### config.mk
export PLATFORM = sky130hd
export DESIGN_NAME = pwr_seq_ctrl
export DESIGN_NICKNAME = d
export VERILOG_FILES = /design/src/rtl/pwr_seq_pkg.sv /design/src/rtl/pwr_cfg_regs.sv /design/src/rtl/pwr_act_detect.sv /design/src/rtl/pwr_state_fsm.sv /design/src/rtl/pwr_bl_timer.sv /design/src/rtl/pwr_seq_ctrl.sv
export SDC_FILE = /design/constraint.sdc
export NUM_CORES = 1
export LEC_CHECK = 0
export ABC_AREA = 1
export BUFFER_PORTS_ARGS = -buffer_cell sky130_fd_sc_hd__buf_2
export CAP_MARGIN = 20
export CORE_UTILIZATION = 60
export CTS_CLUSTER_SIZE = 28
export DETAILED_ROUTE_END_ITERATION = 12
export PLACE_DENSITY = 0.82
export SYNTH_ARGS = -nofsm -noshare
export SYNTH_HDL_FRONTEND = slang
export SYNTH_HIERARCHICAL = 1
export SYNTH_SLANG_ARGS = --single-unit
export TNS_END_PERCENT = 50
### constraint.sdc
create_clock -name clk -period 3.43 [get_ports clk]
set_clock_uncertainty 0.2 [all_clocks]
set_input_delay 0.686 -clock clk [delete_from_list [all_inputs] [get_ports clk]]
set_output_delay 0.686 -clock clk [all_outputs]
set_load 0.01 [all_outputs]
### src/rtl/pwr_seq_pkg.sv
package pwr_seq_pkg;
  typedef enum logic [1:0] {PS_ON = 2'd0, PS_DOZE = 2'd1, PS_SLEEP = 2'd2} pstate_e;

  localparam int NUM_PINS = 3;
  localparam int NUM_GRP  = 2;
  localparam logic [NUM_PINS-1:0] RST_LVL_ON = '1;

  localparam logic [3:0] RA_DOZE  = 4'd0;
  localparam logic [3:0] RA_SLEEP = 4'd1;
  localparam logic [3:0] RA_BL    = 4'd2;
  localparam logic [3:0] RA_LVL0  = 4'd3;
  localparam logic [3:0] RA_GRP0  = 4'd6;
  localparam logic [3:0] RA_EN    = 4'd10;
endpackage

### src/rtl/pwr_cfg_regs.sv
module pwr_cfg_regs
  import pwr_seq_pkg::*;
#(
  parameter int TMR_W = 8,
  parameter int AW    = 16,
  parameter int EN_W  = 9
) (
  input  logic                              clk,
  input  logic                              rst,
  input  logic                              we,
  input  logic [3:0]                        addr,
  input  logic [AW-1:0]                     wdata,
  output logic [TMR_W-1:0]                  doze_lim,
  output logic [TMR_W-1:0]                  sleep_lim,
  output logic [TMR_W-1:0]                  bl_lim,
  output logic [2:0][NUM_PINS-1:0]          lvl,
  output logic [NUM_GRP-1:0][AW-1:0]        grp_base,
  output logic [NUM_GRP-1:0][AW-1:0]        grp_mask,
  output logic [EN_W-1:0]                   act_en
);
  always_ff @(posedge clk) begin
    if (rst) begin
      doze_lim  <= '0;
      sleep_lim <= '0;
      bl_lim    <= '0;
      lvl[0]    <= RST_LVL_ON;
      lvl[1]    <= '0;
      lvl[2]    <= '0;
      act_en    <= '1;
    end else if (we) begin
      case (addr)
        RA_DOZE:      doze_lim  <= wdata[TMR_W-1:0];
        RA_SLEEP:     sleep_lim <= wdata[TMR_W-1:0];
        RA_BL:        bl_lim    <= wdata[TMR_W-1:0];
        RA_LVL0:      lvl[0]    <= wdata[NUM_PINS-1:0];
        RA_LVL0 + 1:  lvl[1]    <= wdata[NUM_PINS-1:0];
        RA_LVL0 + 2:  lvl[2]    <= wdata[NUM_PINS-1:0];
        RA_EN:        act_en    <= wdata[EN_W-1:0];
        default: ;
      endcase
    end
  end

  for (genvar g = 0; g < NUM_GRP; g++) begin : g_grp
    localparam logic [3:0] BASE_A = 4'(RA_GRP0 + 2 * g);
    localparam logic [3:0] MASK_A = 4'(RA_GRP0 + 2 * g + 1);
    always_ff @(posedge clk) begin
      if (rst) begin
        grp_base[g] <= '0;
        grp_mask[g] <= '0;
      end else if (we) begin
        if (addr == BASE_A) grp_base[g] <= wdata;
        if (addr == MASK_A) grp_mask[g] <= wdata;
      end
    end
  end
endmodule

### src/rtl/pwr_act_detect.sv
module pwr_act_detect
  import pwr_seq_pkg::*;
#(
  parameter int              NDEV     = 6,
  parameter int              AW       = 16,
  parameter int              EN_W     = NDEV + NUM_GRP + 1,
  parameter logic [AW-1:0]   FIX_BASE = 16'h0060,
  parameter logic [AW-1:0]   FIX_MASK = 16'h000F
) (
  input  logic [NDEV-1:0]             dev_act,
  input  logic                        io_strobe,
  input  logic [AW-1:0]               io_addr,
  input  logic [NUM_GRP-1:0][AW-1:0]  grp_base,
  input  logic [NUM_GRP-1:0][AW-1:0]  grp_mask,
  input  logic [EN_W-1:0]             act_en,
  output logic                        act
);
  logic [NUM_GRP-1:0] grp_hit;
  logic               fix_hit;

  for (genvar g = 0; g < NUM_GRP; g++) begin : g_match
    assign grp_hit[g] = io_strobe && (((io_addr ^ grp_base[g]) & ~grp_mask[g]) == '0);
  end

  assign fix_hit = io_strobe && (((io_addr ^ FIX_BASE) & ~FIX_MASK) == '0);

  assign act = (|(dev_act & act_en[NDEV-1:0]))
             | (|(grp_hit & act_en[NDEV +: NUM_GRP]))
             | (fix_hit & act_en[NDEV+NUM_GRP]);
endmodule

### src/rtl/pwr_state_fsm.sv
module pwr_state_fsm
  import pwr_seq_pkg::*;
#(
  parameter int TMR_W = 8
) (
  input  logic                      clk,
  input  logic                      rst,
  input  logic                      tick,
  input  logic                      act,
  input  logic                      wake,
  input  logic                      ac,
  input  logic [TMR_W-1:0]          doze_lim,
  input  logic [TMR_W-1:0]          sleep_lim,
  input  logic [2:0][NUM_PINS-1:0]  lvl,
  output pstate_e                   state,
  output logic [NUM_PINS-1:0]       pwr_pin,
  output logic                      state_irq
);
  pstate_e             nxt;
  logic [TMR_W-1:0]    cnt;
  logic [TMR_W-1:0]    lim;
  logic [TMR_W:0]      cnt_inc;
  logic                counting;
  logic                timeout;
  logic [NUM_PINS-1:0] pin_nxt;

  assign lim      = (state == PS_ON) ? doze_lim : sleep_lim;
  assign cnt_inc  = {1'b0, cnt} + 1'b1;
  assign counting = tick && (lim != '0) && (state != PS_SLEEP);
  assign timeout  = counting && (cnt_inc >= {1'b0, lim});

  always_comb begin
    nxt = state;
    if (ac) begin
      nxt = PS_ON;
    end else begin
      unique case (state)
        PS_ON:    if (!act && timeout) nxt = PS_DOZE;
        PS_DOZE:  if (act || wake) nxt = PS_ON;
                  else if (timeout) nxt = PS_SLEEP;
        PS_SLEEP: if (wake) nxt = PS_ON;
        default:  nxt = PS_ON;
      endcase
    end
  end

  always_comb begin
    unique case (nxt)
      PS_DOZE:  pin_nxt = lvl[1];
      PS_SLEEP: pin_nxt = lvl[2];
      default:  pin_nxt = lvl[0];
    endcase
  end

  always_ff @(posedge clk) begin
    if (rst) begin
      state     <= PS_ON;
      cnt       <= '0;
      pwr_pin   <= RST_LVL_ON;
      state_irq <= 1'b0;
    end else begin
      state     <= nxt;
      state_irq <= (nxt != state);
      pwr_pin   <= pin_nxt;
      if (ac || act || (nxt != state)) cnt <= '0;
      else if (counting)               cnt <= cnt_inc[TMR_W-1:0];
    end
  end
endmodule

### src/rtl/pwr_bl_timer.sv
module pwr_bl_timer #(
  parameter int TMR_W = 8
) (
  input  logic             clk,
  input  logic             rst,
  input  logic             tick,
  input  logic             act,
  input  logic             wake,
  input  logic             ac,
  input  logic [TMR_W-1:0] bl_lim,
  output logic             bl_en
);
  logic [TMR_W-1:0] cnt;
  logic [TMR_W:0]   cnt_inc;

  assign cnt_inc = {1'b0, cnt} + 1'b1;

  always_ff @(posedge clk) begin
    if (rst) begin
      cnt   <= '0;
      bl_en <= 1'b1;
    end else if (ac || act || wake || (bl_lim == '0)) begin
      cnt   <= '0;
      bl_en <= 1'b1;
    end else if (tick && bl_en) begin
      cnt <= cnt_inc[TMR_W-1:0];
      if (cnt_inc >= {1'b0, bl_lim}) bl_en <= 1'b0;
    end
  end
endmodule

### src/rtl/pwr_seq_ctrl.sv
module pwr_seq_ctrl
  import pwr_seq_pkg::*;
#(
  parameter int TMR_W  = 8,
  parameter int NDEV   = 6,
  parameter int AW     = 16,
  parameter int NBATT  = 2
) (
  input  logic                clk,
  input  logic                rst,
  input  logic                tick,
  input  logic [NDEV-1:0]     dev_act,
  input  logic                io_strobe,
  input  logic [AW-1:0]       io_addr,
  input  logic                wake_btn,
  input  logic                wake_rtc,
  input  logic                ac_present,
  input  logic [NBATT-1:0]    batt_low,
  input  logic                cfg_we,
  input  logic [3:0]          cfg_addr,
  input  logic [AW-1:0]       cfg_wdata,
  output logic [NUM_PINS-1:0] pwr_pin,
  output logic                bl_en,
  output logic [1:0]          state_out,
  output logic                state_irq,
  output logic [NBATT-1:0]    batt_flag,
  output logic [NBATT-1:0]    batt_irq
);
  localparam int EN_W = NDEV + NUM_GRP + 1;

  logic [TMR_W-1:0]           doze_lim, sleep_lim, bl_lim;
  logic [2:0][NUM_PINS-1:0]   lvl;
  logic [NUM_GRP-1:0][AW-1:0] grp_base, grp_mask;
  logic [EN_W-1:0]            act_en;
  logic                       act, wake;
  pstate_e                    state;

  assign wake      = wake_btn | wake_rtc;
  assign state_out = state;

  pwr_cfg_regs #(.TMR_W(TMR_W), .AW(AW), .EN_W(EN_W)) u_cfg (
    .clk(clk), .rst(rst), .we(cfg_we), .addr(cfg_addr), .wdata(cfg_wdata),
    .doze_lim(doze_lim), .sleep_lim(sleep_lim), .bl_lim(bl_lim), .lvl(lvl),
    .grp_base(grp_base), .grp_mask(grp_mask), .act_en(act_en)
  );

  pwr_act_detect #(.NDEV(NDEV), .AW(AW), .EN_W(EN_W)) u_act (
    .dev_act(dev_act), .io_strobe(io_strobe), .io_addr(io_addr),
    .grp_base(grp_base), .grp_mask(grp_mask), .act_en(act_en), .act(act)
  );

  pwr_state_fsm #(.TMR_W(TMR_W)) u_fsm (
    .clk(clk), .rst(rst), .tick(tick), .act(act), .wake(wake), .ac(ac_present),
    .doze_lim(doze_lim), .sleep_lim(sleep_lim), .lvl(lvl),
    .state(state), .pwr_pin(pwr_pin), .state_irq(state_irq)
  );

  pwr_bl_timer #(.TMR_W(TMR_W)) u_bl (
    .clk(clk), .rst(rst), .tick(tick), .act(act), .wake(wake), .ac(ac_present),
    .bl_lim(bl_lim), .bl_en(bl_en)
  );

  for (genvar b = 0; b < NBATT; b++) begin : g_batt
    always_ff @(posedge clk) begin
      if (rst) begin
        batt_flag[b] <= 1'b0;
        batt_irq[b]  <= 1'b0;
      end else begin
        batt_flag[b] <= batt_low[b];
        batt_irq[b]  <= batt_low[b] & ~batt_flag[b];
      end
    end
  end
endmodule

==> reports/qor.txt, run 1 <==
input/output buffers - 62
core area - 0.0114 mm²
Crit path top cell by count - nand2_1
DP HPWL - 10600 µm
layout cells sized above 1 - 12.5%
die width - 110 µm
largest net degree at the start of global routing - 64
crit start category - register
Synth warnings - 6
via count - 6459
total wire length - 15500 µm
max_slew headroom - 47.2%
Synth Instances - 1082
Fmax achieved - 0.327 GHz
largest cells by area after synthesis - dfxtp_1 (38%), nand2_1 (20%), nor2_1 (12%), inv_1 (6.5%), ha_1 (3.6%)
Worst path slowest cell - nor2_2
GRT overflow - 0
fin. max-slew vios - 0
area share of the leading cell type in the synthesized netlist - 37.8%
io pins - 63
H-tree levels - 4
total CTS buffers - 17
Sinks on Clock Net - 133
area post-placement - 0.00734 mm²
Post-synth EDFFs - 0
Finished Cell Area - 0.00794 mm²
crit path DAT - 3170 ps
clock tree buffer depth - 2
worst IR drop on VDD - 0.000574 V
DRC - 0
Setup crit end kind - register
Mean Syn Cell Area - 6.50 µm²
num rows - 39
TritonRoute pass-1 iters - 5
slowest stage delay, CP - 400 ps
Iter 0 DRT Violations - 488
worst-margin pin slew - 789 ps
Period minus WS final - 3060 ps
die area - 0.0122 mm²
CP Buf/Inv Count - 3
remaining antenna violation count - 0
min-delay worst type - reg -> reg
GRT Overall Usage - 27.5%
vias in the first global route - 5813
n_diodes - 0
Mapped Area - 0.00704 mm²
Die Ht - 110 µm
max cap viols - 0
critical-path maximum fanout - 11
critical path class - reg -> reg
CTS tree - done
ys flop type - dfxtp_1
Pleak - 3.72 nW
post-synthesis cell type count - 39
RSZ-0062 raised after global routing - false
RD Place Congestion - 0.832
CTS root buf - clkbuf_16
Area growth syn-to-layout - 12.9%
worst-skew pair later-pin latency - 420 ps
pwr/cell area - 483 mW/mm²
endpoints failing setup - 0
Final Hold Fails - 0
sequential-to-total area share from yosys stat - 37.8%
setup TNS - 0 ps
final worst-path cycle share - 89.2%
Yosys top cell by area - dfxtp_1
Wirelength per Cell - 12.0 µm
crit-path cells - nor2_2 -> nand2_1 -> nand2_1 -> inv_1 -> ha_1 -> inv_1 -> nand2_1 -> nand3_1 -> nand3_1 -> nand2_1 -> nand2_1 -> nand2_1 -> nand2_1 -> nand3_1 -> nand2_1 -> nand2_1 -> inv_1 -> ha_1 -> a21oi_1 -> nand2_1
vias per cell - 5.00
Worst EP required - 3540 ps
Seq cells post-synth - 133
outcome - finished clean
CP delay by family, top - simple AND/OR/NAND/NOR gates
Starting Density - 61.6%
Net count, final - 1208
Post-Syn Nets - 1154
PostCTS Resize Cnt - 0
postcts setup bufs - 0
initial antenna violation count - 0
clock slew seen by the registers of the worst setup and hold paths - 60 ps
ys async rst share - 0%
first-pass GRT wire length - 25600 µm
CTS hold repair buffers - 0
## registers in the layout, summed over array words and instances, names as in the netlist, 9 cells and up
register / count
u_cfg/grp_base: 32
u_cfg/grp_mask: 32
u_cfg/act_en: 9
u_cfg/lvl: 9
## where the power goes
part | leakage (nW) | internal [mW] | switching (mW)
clock network | 0.296 | 1.19 | 0.648
registers | 1.08 | 1.58 | 0.0201
logic | 2.35 | 0.133 | 0.263
## worst paths after layout
check | from | endpoint | slack, ps | cells after the start
max | u_fsm/state[0] | u_fsm/pwr_pin[2] | 370 | 20
min | batt_flag[1] | batt_irq[1] | 210 | 1
min reg2reg | batt_flag[1] | batt_irq[1] | 210 | 1
max reg2reg | u_fsm/state[0] | u_fsm/pwr_pin[2] | 370 | 20
## kinds of logic (layout without fill, tap and decap cells)
group,count (synthesis),after routing,synth area share (%)
AOI/OAI and AO/OA,43,43,3.66
adders and majority gates,20,20,3.56
and+or+nand+nor,716,716,43.6
buffers and inverters,158,224,9.69
xor gates and xnor gates,12,12,1.60
DFF,133,133,37.8
## cells in the mapped netlist, types with 6 or more instances
| cell type | instances |
|---|---|
| xor2_1 | 9 |
| nor2_1 | 233 |
| nand2_1 | 367 |
| buf_1 | 8 |
| nor2_2 | 15 |
| inv_2 | 6 |
| dfxtp_1 | 133 |
| nand2_2 | 7 |
| a21oi_1 | 22 |
| ha_1 | 20 |
| buf_4 | 6 |
| nand3b_1 | 12 |
| inv_1 | 122 |
| buf_6 | 8 |
| nand4_1 | 22 |
| nor2_4 | 8 |
| o21ai_0 | 9 |
| nand3_1 | 29 |
## final cells by class
type | count | area [µm²]
flip-flops and latches | 133 | 2660
fillers | 1050 | 3480
multi-input cells | 791 | 3690
clock inverters | 9 | 126
well taps | 143 | 179
inverters | 129 | 484
clock buffers | 22 | 474
repair buffers | 64 | 325
## cell usage in the layout (no fill, tap or decap), drive strengths merged, types with 20 or more instances in the layout
cell,instances
inv,128
nand3,38
dfxtp,133
nand4,22
nand2,374
nor2,256
buf,64
clkbuf,22
ha,20
a21oi,23
## per-stage QoR
| step | hold WS, ps | setup slack, ps | total power, mW | cells | utilization [%] |
|---|---|---|---|---|---|
| after floorplan | 229 | 741 | 1.91 | 1082 | - |
| after CTS | 218 | 396 | 3.87 | 1291 | 69.6 |
| after global placement | 204 | 413 | 2.01 | 1260 | 64.3 |
| after global routing | 244 | 78.6 | 3.99 | 1291 | 69.6 |
| final | 215 | 370 | 3.84 | 1291 | 69.6 |
| after detailed placement | 200 | 376 | 2.02 | 1260 | 64.3 |
## metal layers
| metal | share of wire, % | wire length [µm] | GRT usage (%) | up-vias |
|---|---|---|---|---|
| met4 | 1.9 | 290 | 10.3 | 0 |
| met3 | 6.2 | 961 | 7.35 | 29 |
| met2 | 47 | 7240 | 44.8 | 170 |
| met1 | 45 | 7040 | 34.8 | 2850 |
| met5 | 0 | 0 | 0 | - |
| li1 | - | - | - | 3410 |
Note: power is estimated with default switching activity, not from simulation.
==> inputs of run 2 (changes only) <==
- RECOVER_POWER: unset -> 25
==> reports/qor.txt, run 2 (synthesis gave the netlist of run 1 again) <==
Sinks on Clock Net - 133 (unchanged)
Setup crit end kind - register
slowest stage delay, CP - 400 ps (about the same)
Wirelength per Cell - 12.0 µm (about the same)
total wire length - 15500 µm (about the same)
RD Place Congestion - 0.832 (unchanged)
fin. max-slew vios - 44 (+44)
Die Ht - 110 µm (unchanged)
DRC - 0 (unchanged)
n_diodes - 0 (unchanged)
crit-path cells - nor2_2 -> nand2_1 -> nand2_1 -> inv_1 -> ha_1 -> inv_1 -> nand2_1 -> nand3_1 -> nand3_1 -> nand2_1 -> nand2_1 -> nand2_1 -> nand2_1 -> nand3_1 -> nand2_1 -> nand2_1 -> inv_1 -> ha_1 -> a21oi_1 -> nand2_1
Final Hold Fails - 0 (unchanged)
max cap viols - 1 (+1)
share of power burned in registers - 41.7% (about the same)
Period minus WS final - 3050 ps (-7.91 ps)
Worst path slowest cell - nor2_2
crit start category - register
PostCTS Resize Cnt - 0 (unchanged)
CTS hold repair buffers - 0 (unchanged)
worst-margin pin slew - 1840 ps (+1050 ps)
most frequent cells in the layout - nand2_1 (368), nor2_1 (233), dfxtp_1 (133)
crit path DAT - 3160 ps (about the same)
layout cells sized above 1 - 11.7% (-0.87 points)
postcts setup bufs - 0 (unchanged)
Total Power - 3.84 mW (about the same)
io pins - 63 (unchanged)
GRT overflow - 0 (unchanged)
num rows - 39 (unchanged)
critical path class - reg -> reg
clock slew seen by the registers of the worst setup and hold paths - 60 ps (about the same)
Pleak - 3.70 nW (-0.54%)
hold wc startpoint - batt_flag[1]
largest net degree at the start of global routing - 64 (unchanged)
origin of the critical flop-to-flop path - u_fsm/state[0]
Final Core Density - 69.4% (-0.14 points)
Clk pwr share - 47.9% (about the same)
die area - 0.0122 mm² (unchanged)
Largest regs - u_cfg/grp_base x32, u_cfg/grp_mask x32
pwr/cell area - 484 mW/mm² (+0.19%)
core area - 0.0114 mm² (unchanged)
Logic pwr share - 10.3% (about the same)
vias in the first global route - 5813 (unchanged)
first-pass GRT wire length - 25600 µm (unchanged)
RSZ-0062 raised after global routing - false
worst setup margin - 378 ps (+7.91 ps)
via count - 6470 (+0.17%)
Post-Place Setup Slack - 376 ps (unchanged)
die width - 110 µm (unchanged)
CTS root buf - clkbuf_16
worst IR drop on VDD - 0.000573 V (-0.11%)
max_slew headroom - -22.3% (-70 points)
critical-path maximum fanout - 11 (unchanged)
clock tree buffer depth - 2 (unchanged)
input/output buffers - 62 (unchanged)
total CTS buffers - 17 (unchanged)
outcome - finished, violations left
Net count, final - 1208 (unchanged)
switch share - 24.3% (about the same)
Worst EP required - 3540 ps (about the same)
final worst-path cycle share - 89.0% (-0.23 points)
worst-skew pair later-pin latency - 420 ps (about the same)
Starting Density - 61.6% (unchanged)
initial antenna violation count - 0 (unchanged)
Pint - 2.91 mW (about the same)
setup TNS - 0 ps (unchanged)
H-tree levels - 4 (unchanged)
commonest non-fill, non-tap cell in the layout - nand2_1
non-filler cells, final - 1291 (unchanged)
Area growth syn-to-layout - 12.7%
GRT Overall Usage - 27.5% (unchanged)
TritonRoute pass-1 iters - 5 (unchanged)
CTS tree - done
Iter 0 DRT Violations - 489 (+0.20%)
Fmax achieved - 0.328 GHz (+0.26%)
endpoints failing setup - 0 (unchanged)
failing checks - capacitance limit, slew limit
Worst Setup SP - u_fsm/state[0]
vias per cell - 5.01 (+0.17%)
Net Switching - 931 µW (about the same)
DP Cell Count - 1260 (unchanged)
Crit path top cell by count - nand2_1
min-delay worst type - reg -> reg
remaining antenna violation count - 0 (unchanged)
DP HPWL - 10600 µm (unchanged)
## run 2: critical path, delay by kind of cell, from the launching register on
kind                       cells  cell delay, ps
and+or+nand+nor               14            1390
adders and majority gates      2             610
DFF                            1             390
buffers and inverters          3             180
AOI/OAI and AO/OA              1             160
## run 2: metrics by stage
| stage | instance area [µm²] | hold WS, ps |
|---|---|---|
| final | 7930 | 214 |
| after global routing | 7930 | 244 |
| after CTS | 7940 | 218 |
| after detailed placement | 7340 | 200 |
| after global placement | 7340 | 204 |
| after floorplan | 7040 | 229 |
## run 2: area by class of cell
cell class	count	area, µm²
repair buffers	64	312
multi-input cells	791	3690
inverters	129	484
clock buffers	22	474
flip-flops and latches	133	2660
well taps	143	179
fillers	1056	3490
clock inverters	9	126
## run 2: worst paths after layout
kind / cells past startpoint / slack (ps) / to
worst max-delay path: 20 / 380 / u_fsm/pwr_pin[2]
worst max register to register: 20 / 380 / u_fsm/pwr_pin[2]
worst min-delay path: 1 / 210 / batt_irq[1]
worst min register to register: 1 / 210 / batt_irq[1]
## run 2: power groups by stage
stage	clock [mW]	combinational (mW)	sequential, mW
finish	1.84	0.397	1.60
global route	1.94	0.451	1.60
CTS	1.87	0.394	1.60
detailed placement	0	0.389	1.63
global placement	0	0.382	1.63
floorplan	0	0.282	1.63
## run 2: layer usage
| metal | vias up | global-route usage [%] | share of wire (%) |
|---|---|---|---|
| met2 | 184 | 44.8 | 46 |
| met5 | - | 0 | 0 |
| met4 | 0 | 10.3 | 2.2 |
| met3 | 29 | 7.35 | 6.5 |
| li1 | 3410 | - | - |
| met1 | 2847 | 34.8 | 45 |
